--- config.mk ---
export PLATFORM = sky130hd
export DESIGN_NAME = bfly_unit
export DESIGN_NICKNAME = d
export VERILOG_FILES = /design/src/rtl/bfly_pkg.sv /design/src/rtl/bfly_mod_add.sv /design/src/rtl/bfly_mod_sub.sv /design/src/rtl/bfly_mod_red.sv /design/src/rtl/bfly_mod_half.sv /design/src/rtl/bfly_unit.sv
export SDC_FILE = /design/constraint.sdc
export NUM_CORES = 1
export LEC_CHECK = 0
export ABC_AREA = 0
export BUFFER_PORTS_ARGS = -buffer_cell sky130_fd_sc_hd__buf_2
export CAP_MARGIN = 15
export CORE_UTILIZATION = 62
export CTS_CLUSTER_DIAMETER = 200
export DETAILED_ROUTE_END_ITERATION = 6
export PLACE_DENSITY = 0.87
export SLEW_MARGIN = 10
export SYNTH_ARGS = -nofsm -noshare
export SYNTH_HDL_FRONTEND = slang
export SYNTH_SLANG_ARGS = --single-unit
export TNS_END_PERCENT = 50
--- constraint.sdc ---
create_clock -name clk -period 23.6 [get_ports clk]
set_input_delay 4.72 -clock clk [delete_from_list [all_inputs] [get_ports clk]]
set_output_delay 4.72 -clock clk [all_outputs]
set_load 0.02 [all_outputs]
--- src/rtl/bfly_pkg.sv ---
package bfly_pkg;

    // Coefficient width and prime modulus of the transform
    localparam int unsigned COEF_W  = 12;
    localparam int unsigned MODULUS = 3329;

    // Mode bit encoding
    typedef enum logic {
        MODE_CT = 1'b0,   // forward: multiply first, then add/subtract
        MODE_GS = 1'b1    // inverse: add/subtract first, then multiply, then halve
    } bfly_mode_e;

endpackage

--- src/rtl/bfly_mod_add.sv ---
module bfly_mod_add #(
    parameter int unsigned W = 12,
    parameter int unsigned Q = 3329
) (
    input  logic [W-1:0] a,
    input  logic [W-1:0] b,
    output logic [W-1:0] s
);
    logic [W:0]   raw;
    logic [W+1:0] trial;

    always_comb begin
        raw   = {1'b0, a} + {1'b0, b};
        trial = {1'b0, raw} - (W+2)'(Q);
        // a borrow out of the trial subtraction means raw was already below Q
        s     = trial[W+1] ? W'(raw) : W'(trial);
    end
endmodule

--- src/rtl/bfly_mod_sub.sv ---
module bfly_mod_sub #(
    parameter int unsigned W = 12,
    parameter int unsigned Q = 3329
) (
    input  logic [W-1:0] a,
    input  logic [W-1:0] b,
    output logic [W-1:0] d
);
    logic [W:0] raw;
    logic [W:0] lifted;

    always_comb begin
        raw    = {1'b0, a} - {1'b0, b};
        lifted = raw + (W+1)'(Q);
        // the sign bit of the raw difference picks the corrected value
        d      = raw[W] ? W'(lifted) : W'(raw);
    end
endmodule

--- src/rtl/bfly_mod_red.sv ---
module bfly_mod_red #(
    parameter int unsigned W = 12,
    parameter int unsigned Q = 3329
) (
    input  logic [2*W-1:0] p,
    output logic [W-1:0]   r
);
    localparam int unsigned     K = 2 * W;
    localparam longint unsigned M = (64'd1 << K) / Q;

    logic [2*K-1:0] pm;
    logic [K-1:0]   quot;
    logic [K-1:0]   r0;
    logic [K-1:0]   r1;
    logic [K-1:0]   r2;

    always_comb begin
        // quotient estimate, never above the true quotient and at most two below it
        pm   = (2*K)'(p) * (2*K)'(M);
        quot = K'(pm >> K);
        r0   = p - K'(quot * K'(Q));
        r1   = (r0 >= K'(Q)) ? r0 - K'(Q) : r0;
        r2   = (r1 >= K'(Q)) ? r1 - K'(Q) : r1;
        r    = W'(r2);
    end
endmodule

--- src/rtl/bfly_mod_half.sv ---
module bfly_mod_half #(
    parameter int unsigned W = 12,
    parameter int unsigned Q = 3329
) (
    input  logic [W-1:0] x,
    output logic [W-1:0] h
);
    logic [W:0] even_val;

    always_comb begin
        // an odd residue is made even by adding the odd modulus, then shifted
        even_val = x[0] ? ({1'b0, x} + (W+1)'(Q)) : {1'b0, x};
        h        = W'(even_val >> 1);
    end
endmodule

--- src/rtl/bfly_unit.sv ---
module bfly_unit
    import bfly_pkg::*;
#(
    parameter int unsigned W = COEF_W,
    parameter int unsigned Q = MODULUS
) (
    input  logic         clk,
    input  logic         rst_n,
    input  logic         in_valid,
    input  logic         inv_mode,
    input  logic [W-1:0] a_in,
    input  logic [W-1:0] b_in,
    input  logic [W-1:0] w_in,
    output logic         out_valid,
    output logic [W-1:0] x_out,
    output logic [W-1:0] y_out
);
    localparam int unsigned PW     = 2 * W;
    localparam int unsigned N_HALF = 2;

    typedef struct packed {
        logic          v1;        // valid, first pipeline register
        logic          v2;        // valid, second pipeline register
        logic [W-1:0]  byp1;      // bypass line, first register
        logic [W-1:0]  byp2;      // bypass line, second register
        logic [PW-1:0] prod_raw;  // full-width product
        logic [W-1:0]  prod_red;  // reduced product
    } pipe_t;

    pipe_t st_d, st_q;

    logic         gs_sel;
    logic [W-1:0] add_op_a, add_op_b, add_res;
    logic [W-1:0] sub_op_a, sub_op_b, sub_res;
    logic [W-1:0] mul_op;
    logic [W-1:0] red_res;
    logic [W-1:0] half_in  [N_HALF];
    logic [W-1:0] half_out [N_HALF];

    assign gs_sel = (bfly_mode_e'(inv_mode) == MODE_GS);

    // Shared arithmetic: the one adder and the one subtractor
    bfly_mod_add #(.W(W), .Q(Q)) u_add (
        .a (add_op_a),
        .b (add_op_b),
        .s (add_res)
    );

    bfly_mod_sub #(.W(W), .Q(Q)) u_sub (
        .a (sub_op_a),
        .b (sub_op_b),
        .d (sub_res)
    );

    // Second half of the multiplier: reduction of the registered product
    bfly_mod_red #(.W(W), .Q(Q)) u_red (
        .p (st_q.prod_raw),
        .r (red_res)
    );

    // Inverse-mode halving, one per output
    assign half_in[0] = st_q.byp2;
    assign half_in[1] = st_q.prod_red;

    for (genvar gi = 0; gi < N_HALF; gi++) begin : g_half
        bfly_mod_half #(.W(W), .Q(Q)) u_half (
            .x (half_in[gi]),
            .h (half_out[gi])
        );
    end

    // Next-state and steering
    always_comb begin
        // Operand steering: forward uses the pipeline tail, inverse uses the inputs
        add_op_a = gs_sel ? a_in : st_q.byp2;
        add_op_b = gs_sel ? b_in : st_q.prod_red;
        sub_op_a = add_op_a;
        sub_op_b = add_op_b;

        // Forward multiplies b; inverse multiplies the difference
        mul_op = gs_sel ? sub_res : b_in;

        st_d          = st_q;
        st_d.v1       = in_valid;
        st_d.v2       = st_q.v1;
        st_d.byp1     = gs_sel ? add_res : a_in;
        st_d.byp2     = st_q.byp1;
        st_d.prod_raw = PW'(mul_op) * PW'(w_in);
        st_d.prod_red = red_res;
    end

    always_ff @(posedge clk) begin
        if (!rst_n) begin
            st_q <= '0;
        end else begin
            st_q <= st_d;
        end
    end

    // Output selection
    always_comb begin
        out_valid = st_q.v2;
        x_out     = gs_sel ? half_out[0] : add_res;
        y_out     = gs_sel ? half_out[1] : sub_res;
    end

endmodule

=== Word level (Yosys, flattened, before mapping) ===
Index checks and enable logic that the tools add are counted.

* Latch bits: 0
* Input bits: 40
* Logic and storage cells: 32
* Memory bits (read-only): 0
* Register bits: 62
* Output and inout port bits: 25
* Memories kept: 0
* Memory bits (writable): 0

* Divide/modulo/power cells: 0
* Reductions and logical operators: 0
* $mul: 3
* $add $sub $neg: 9
* Mux-type cells: 12
* Magnitude comparators: 2
* Bitwise logic cells: 0
* Shifts and indexed selects: 0
* Eq/ne operators: 0

{| class="wikitable"
|+ Operators by type and width
! kind !! number
|-
| $mux W12 || 9
|-
| $ge A24 B12 Y1 const B || 2
|-
| $mul A24 B13 Y37 const B || 1
|-
| $add A12 B12 Y13 const B || 2
|-
| $mux W13 || 2
|-
| $mul A12 B12 Y24 || 1
|-
| $mul A13 B12 Y24 const B || 1
|-
| $mux W24 || 1
|-
| $sub A24 B12 Y24 const B || 1
|-
| $sub A24 B24 Y24 || 1
|-
| $sub A13 B12 Y14 const B || 1
|-
| $add A12 B12 Y13 || 1
|-
| $sub A12 B12 Y13 || 1
|-
| $add A12 B12 Y12 const B || 1
|-
| $sub A12 B12 Y12 const B || 1
|}

=== Logic depth before layout (Yosys ltp) ===
Gate-level depths: netlist (run 1).

* Depth in word-level cells: 7
* Gate-level depth with buffers: 55
* Mapped depth without buffers: 52

=== By module ===
A second synthesis (run 1) with hierarchy kept.

* Cells, all modules: 2,211
* Area, all modules: 19,372.3 µm²

{| class="wikitable"
|+ By module, submodules not included
! module !! area each (µm²) !! cells an instance !! instances
|-
| bfly_mod_red || 9,785.6 || 1,095 || 1
|-
| bfly_unit || 7,218.2 || 795 || 1
|-
| bfly_mod_add || 954.7 || 121 || 1
|-
| bfly_mod_sub || 873.3 || 120 || 1
|-
| bfly_mod_half || 270.3 || 40 || 2
|}

=== Worst setup path before layout (run 1) ===
No wires, ideal clock.

* Kind: input to output
* Start: in inv_mode
* End: out x_out[9]
* Path buffers: 4
* Required time: 18,880 ps
* Arrival: 9,537 ps
* Slack: 9,343 ps
* Stages on the path: 20
* Cells stage by stage: clkbuf_1 clkbuf_1 clkbuf_1 mux2_2 ha_1 nand2b_1 a21oi_1 o21bai_1 a21oi_1 o21bai_1 a21oi_1 o21bai_1 nor4b_1 a311oi_1 a22oi_1 a211oi_1 clkbuf_1 a2bb2oi_1 nor2_1 a21oi_1

* Word-level cells in the longest chain between the ends: 5
* Elaborated cells between the ends (all ways): 6
* Classes of those cells: add/sub (2); mux (4)

{| class="wikitable"
|+ Ends and longest elaborated chain
! what !! line !! RTL
|-
| from (decl) || bfly_unit.sv:10 || <nowiki>input logic inv_mode,</nowiki>
|-
| $mux W12, on equally long branches || bfly_unit.sv:75, bfly_unit.sv:76 ||
|-
| $add A12 B12 Y13 || bfly_mod_add.sv:13 || <nowiki>raw = {1'b0, a} + {1'b0, b};</nowiki>
|-
| $sub A13 B12 Y14 || bfly_mod_add.sv:14 || <nowiki>trial = {1'b0, raw} - (W+2)'(Q);</nowiki>
|-
| $mux W12 || bfly_mod_add.sv:16 || <nowiki>s = trial[W+1] ? W'(raw) : W'(trial);</nowiki>
|-
| $mux W12 (*) || bfly_unit.sv:103 || <nowiki>x_out = gs_sel ? half_out[0] : add_res;</nowiki>
|-
| to (decl) || bfly_unit.sv:15 || <nowiki>output logic [W-1:0] x_out,</nowiki>
|}

Every way passes the cells marked *; elsewhere a longest branch is shown, timed or not.

=== Worst setup path in the final report (run 1) ===
* Start: in inv_mode
* End: reg st_q[34] (netlist name)

* Word-level cells in the longest chain between the ends: 6
* Elaborated cells between the ends (all ways): 7
* Classes of those cells: add/sub (2); mul (1); mux (4)

{| class="wikitable"
|+ Ends and longest elaborated chain
! what !! line !! RTL
|-
| $mux W12, on equally long branches || bfly_unit.sv:75, bfly_unit.sv:76 ||
|-
| $sub A12 B12 Y13 || bfly_mod_sub.sv:13 || <nowiki>raw = {1'b0, a} - {1'b0, b};</nowiki>
|-
| $add A12 B12 Y12 || bfly_mod_sub.sv:14 || <nowiki>lifted = raw + (W+1)'(Q);</nowiki>
|-
| $mux W12 || bfly_mod_sub.sv:16 || <nowiki>d = raw[W] ? W'(lifted) : W'(raw);</nowiki>
|-
| $mux W12 (*) || bfly_unit.sv:81 || <nowiki>mul_op = gs_sel ? sub_res : b_in;</nowiki>
|-
| $mul A12 B12 Y24 (*) || bfly_unit.sv:88 || <nowiki>st_d.prod_raw = PW'(mul_op) * PW'(w_in);</nowiki>
|-
| to (signal assigned) || bfly_unit.sv:96 || <nowiki>st_q <= st_d;</nowiki>
|-
| to (decl) || bfly_unit.sv:30 || <nowiki>pipe_t st_d, st_q;</nowiki>
|}

Marks and branches as above.
A chain may end at the register's enable or synchronous reset.

==> results.tsv, run 1 <==
metric	value	unit
status	completed	
layout-area-overhead-vs-synth	5.27	%
synth_area_per_cell	8.71	um^2
initial_core_util	63.2	%
crit_type	in -> reg	
worstPathArrival	16.16	ns
cp_max_fo	32	
multi_input_area	15100	um^2
cts_num_sinks	62	
postCtsSetupBuffers	0	
layout-drive-gt1-share	6.20	%
use_met1	39.1	%
slowest_stage	clkinv_1	
regArea	1240	um^2
cts_tree	built	
synth_top_area_share	28.4	%
coreArea	28800	um^2
wl_per_cell	17.6	um
synth_area_leader_cell	fa_1	
wirelength	43900	um
seq_area_frac_synth	6.83	%
clock.fmax	0.0627	GHz
clockRootBuffer	clkbuf_16	
die_y	173	um
finalSetupViolCount	0	
clk_path_buf_depth	2	
die_area	30000	um^2
ant_nets	0	
final_hold_viol_count	0	
cpPeakStageDelay	0.86	ns
initialDrtViolationCount	1086	
tightest_slew	1.16	ns
post-dp-hpwl	36600	um
fin_tns_setup	0	ns
start_kind	primary input	
ctsResizeCount	0	
clk_latency	0.34	ns
drcViolationCount	0	
end_kind	flop	
n_antenna_cell	0	
cts-htree-levels	3	
cp.required	23.81	ns
grt-ovfl-total	0	
synth-async-reset-ratio	0	%
finalCritPeriodShare	67.6	%
top_usage_layer	met2	
synth_flop_cell	dfxtp_1	
viasPerCell	5.82	
rsz0062_at_grt	false	
nFillCells	2210	
clk_pin_slew	0.06	ns
synth_warnings	0	
fin_crit	15.95	ns
slew_headroom	22.9	%
globalRouteMet3Util	3.29	%
nets	2703	
synth_cell_types	83	
synth_fp_nets	2681	
maxCapViolations	0	
portBuffers	64	
cts_buffers	9	
grt_max_degree	52	
grt_pass1_vias	15233	
gp_congestion	0.947	
slew_viol_final	0	
use_met2	52.4	%
dr.pass1.iters	5	
vias	14534	
grt_use_total	30.1	%
grt_pass1_wl	73200	um
rows	62	
die_x	173	um
io_pins	65	
synth-edff-count	0	
utilization	66.5	%
synthCells	2087	
synth_area	18200	um^2
ys_ff_latch	62	
skew	0.0126	ns
synth_area_leaders	fa_1 28%, ha_1 20%, inv_1 8.9%, dfxtp_1 6.8%, xnor2_1 3.7%	
worstHoldPathType	reg -> reg	
antenna_found_initial	0	
whs	0.430	ns
cts_hold_buf	0	
synthesized netlist by cell type, types with 3 or more instances:
master and count:
mux2i_1 27, nor3b_1 7, xor2_1 41, or2_2 5
inv_1 431, dfxtp_1 62, a21o_1 20, nor2_1 95
buf_2 4, o41ai_1 3, a211o_1 5, a311oi_1 4
nand2_1 133, mux2_2 17, a21boi_0 15, nand4_1 11
clkbuf_1 49, nand3_1 47, xnor2_1 77, and2_1 73
and3_1 35, nor2b_1 23, buf_1 4, a2111oi_0 4
nor3_1 26, o21ai_1 3, o21bai_1 15, a211oi_1 13
or3_1 19, fa_1 258, and4_1 5, o31ai_1 6
o21a_1 6, o21ai_0 61, a31o_2 4, o211ai_1 11
a311o_1 3, a31oi_1 10, ha_1 296, o2111ai_1 3
a21oi_1 83, nand2b_1 18
critical path: cells and delay by family:
| family | cells | cell delay (ns) |
|---|---|---|
| AOI/OAI and AO/OA | 22 | 5.67 |
| xor gates and xnor gates | 2 | 0.38 |
| adders and majority gates | 8 | 3.33 |
| buffers and inverters | 6 | 1.62 |
| and+or+nand+nor | 3 | 0.41 |
state kept, by name, indices dropped and copies added (netlist names):
| name | flops |
|---|---|
| st_d | 13 |
| out_valid | 1 |
| half_in | 24 |
| st_q | 24 |
final timing paths:
| check | startpoint | endpoint | slack [ns] | depth (start not counted) |
|---|---|---|---|---|
| max | inv_mode | st_q[34] | 7.65 | 41 |
| min | st_d[47] | half_in[23] | 0.43 | 1 |
| max reg2reg | st_q[21] | half_in[11] | 9.24 | 44 |
| min reg2reg | st_d[47] | half_in[23] | 0.43 | 1 |
metal layers:
metal  wire, um  up-vias
li1           -     6799
met1      18600     7118
met2      21500      525
met3       2520       92
met4       1330        0
met5          0        -
through the flow:
step                      instance area, um^2  setup WS [ns]  std cells
after floorplan                         18200           9.34       2087
after global placement                  18800           8.03       2482
after detailed placement                18800           7.59       2482
after CTS                               19100           7.83       2498
after global routing                    19100           6.80       2498
final                                   19100           7.65       2498
cell type report:
class | instances | share of cell area [%]
multi-input combinational | 1534 | 78.8
tap | 384 | 2.51
inverter | 432 | 8.47
timing repair buffer | 70 | 1.91
clock buffer | 9 | 1.18
sequential | 62 | 6.49
clock inverter | 7 | 0.667
logic make-up after synthesis:
logic type               Yosys count  share of synthesized area, %
multiplexers                      44                          2.54
XOR/XNOR                         120                          5.86
AO/OA/AOI/OAI                    298                          11.0
buffers and inverters            491                          10.2
flip-flops                        62                          6.83
AND/OR/NAND/NOR                  518                          14.7
adder cells (fa/ha/maj)          554                          48.8
placed cells by master (no fill, tap or decap), drive strengths merged, types with 4 or more instances in the layout:
master   count
dfxtp       62
nand4       11
clkbuf       9
and2        73
a311oi       4
fa         258
nand2      133
xor2        41
ha         296
mux2        17
o41ai        4
o211ai      12
nor2b       23
or2          6
a2111oi      4
a211o        5
nand2b      18
a21o        20
nor3        28
and3        35
inv        434
mux2i       27
o21bai      15
o2111ai      5
a211oi      14
nor3b        8
nand3       47
a21oi       83
nor2        95
and4         5
xnor2       79
o31ai        7
a21boi      15
o21ai       64
or3         19
nor4         4
o21a         6
a31oi       10
buf         70
a31o         6
Power of run 1 is not shown: default switching activity piles up to over one toggle a cycle in this logic, so the estimate is an artifact.
==> inputs of run 2 (changes only) <==
--- a/config.mk
+++ b/config.mk
@@ -8,10 +8,10 @@
 export ABC_AREA = 0
 export BUFFER_PORTS_ARGS = -buffer_cell sky130_fd_sc_hd__buf_2
 export CAP_MARGIN = 15
-export CORE_UTILIZATION = 62
+export CORE_UTILIZATION = 60
 export CTS_CLUSTER_DIAMETER = 200
 export DETAILED_ROUTE_END_ITERATION = 6
-export PLACE_DENSITY = 0.87
+export PLACE_DENSITY = 0.88
 export SLEW_MARGIN = 10
 export SYNTH_ARGS = -nofsm -noshare
 export SYNTH_HDL_FRONTEND = slang
==> constraint.sdc (replaced) <==
create_clock -name clk -period 14.1 [get_ports clk]
set_input_delay 2.82 -clock clk [delete_from_list [all_inputs] [get_ports clk]]
set_output_delay 2.82 -clock clk [all_outputs]
set_load 0.02 [all_outputs]
==> run 2 against run 1 <==
The flow now finishes with violations (design-rule violations). Non-clock buffer count up 12. Flip-flop and latch count unchanged. Final cell count up 0.76%. Routed wire length up 3.6%. Cell area up 0.35%. Count of clock-buffer cells in the layout unchanged. Via count up 2.1%. Critical endpoint is now half_in[11]. Largest cell class unchanged.
==> results.tsv, run 2 (synthesis results as in run 1) <==
metric	value	unit
rows	63	
clk_pin_slew	0.07	ns
slew_headroom	24.4	%
violations	design-rule violations	
portBuffers	64	
ant_nets	0	
top_usage_layer	met2	
post-dp-hpwl	37800	um
end_kind	flop	
cpPeakStageDelay	0.58	ns
layout-area-overhead-vs-synth	5.63	%
nets	2715	
cts_num_sinks	62	
wl_per_cell	18.1	um
grt_pass1_wl	75800	um
finalCritPeriodShare	95.2	%
cts_buffers	9	
coreArea	29700	um^2
slowest_stage	dfxtp_1	
timing.rr.start	st_q[21]	
slew_viol_final	0	
maxCapViolations	0	
layout-drive-gt1-share	6.73	%
grt_max_degree	40	
gp_congestion	0.970	
cts_tree	built	
cp-startpoint	st_q[21]	
fin_crit	13.43	ns
holdPathStages	1	
use_met2	52.5	%
status	finished with violations	
wirelength	45500	um
clockRootBuffer	clkbuf_16	
skew	0.0171	ns
mostFrequentLayoutCell	inv_1	
finalSetupViolCount	0	
r2r_slack	0.67	ns
rsz0062_at_grt	false	
start_kind	flop	
grt_pass1_vias	15658	
r2r_cells	48	
io_pins	65	
r2r-end	half_in[11]	
worst_path_most_repeated_cell	fa_1	
crit_type	reg -> reg	
grt_use_total	30.8	%
clk_path_buf_depth	2	
cp.required	14.32	ns
globalRouteMet3Util	4.18	%
cts-htree-levels	3	
clk_latency	0.36	ns
vias	14832	
use_met1	40.3	%
die_y	176	um
tightest_slew	1.13	ns
clock.fmax	0.0745	GHz
worstPathArrival	13.64	ns
fin_tns_setup	0	ns
antenna_found_initial	1	
worstHoldStart	st_d[40]	
die_x	176	um
cp-endpoint	half_in[11]	
drcViolationCount	1	
viasPerCell	5.89	
dr.pass1.iters	7	
worstHoldPathType	reg -> reg	
initialDrtViolationCount	1191	
layout.cells.most_common_list	431 x inv_1, 296 x ha_1, 258 x fa_1	
grt-ovfl-total	0	
initial_core_util	61.2	%
die_area	31000	um^2
cp_max_fo	10	
final_hold_viol_count	0	
==> run 2: cell types whose count changed in the layout (fill, tap and decap cells not counted), sizes merged <==
cell | before | now
bufinv | 3 | 1
clkinv | 2 | 3
diode | 0 | 1
buf | 70 | 82
clkinvlp | 0 | 1
==> run 2: layer usage <==
layer | share of wire (%) | wire length, um
met5 | 0 | 0
met2 | 49 | 22100
met1 | 41 | 18900
met4 | 3.2 | 1460
met3 | 6.8 | 3090
==> run 2: repair_timing <==
action	in CTS	in global routing
setup buffers	0	6
hold buffers	0	0
endpoints found under the setup margin	0	12
gates resized for setup	0	1
==> run 2: layout make-up <==
type	count	area, um^2
multi-input cells	1534	15100
fillers	2352	10500
inverters	432	1620
flip-flops and latches	62	1240
well taps	390	488
repair buffers	82	468
clock buffers	9	225
clock inverters	7	80.1
diodes	1	2.50
==> run 2: critical path, delay by kind of cell (launching register included) <==
kind / cells / cell delay (ns)
compound gates: 20 / 4.74
mux: 1 / 0.33
simple gates: 8 / 1.77
xor+xnor: 1 / 0.36
flops: 1 / 0.58
fa+ha+maj: 12 / 5.08
buf+inv: 6 / 0.41
==> run 2: through the flow <==
step | worst slack [ns] | instances | utilization (%) | hold WS (ns) | cell area [um^2]
5_1_grt | 0.0217 | 2517 | 64.6 | 0.443 | 19200
3_5_place_dp | 0.461 | 2494 | 63.4 | 0.421 | 18800
2_1_floorplan | 2.01 | 2087 | - | 0.412 | 18200
4_1_cts | 0.396 | 2510 | 64.4 | 0.437 | 19100
6_report | 0.674 | 2517 | 64.6 | 0.436 | 19200
3_3_place_gp | 1.05 | 2494 | 63.4 | 0.414 | 18800
==> run 2: worst min-delay path by stage <==
stage	end	slack, ns
floorplan	half_in[12]	0.41
global placement	half_in[14]	0.41
detailed placement	half_in[22]	0.42
CTS	half_in[20]	0.44
global route	half_in[16]	0.44
finish	half_in[16]	0.44
Power of run 2 is left out for the same reason.
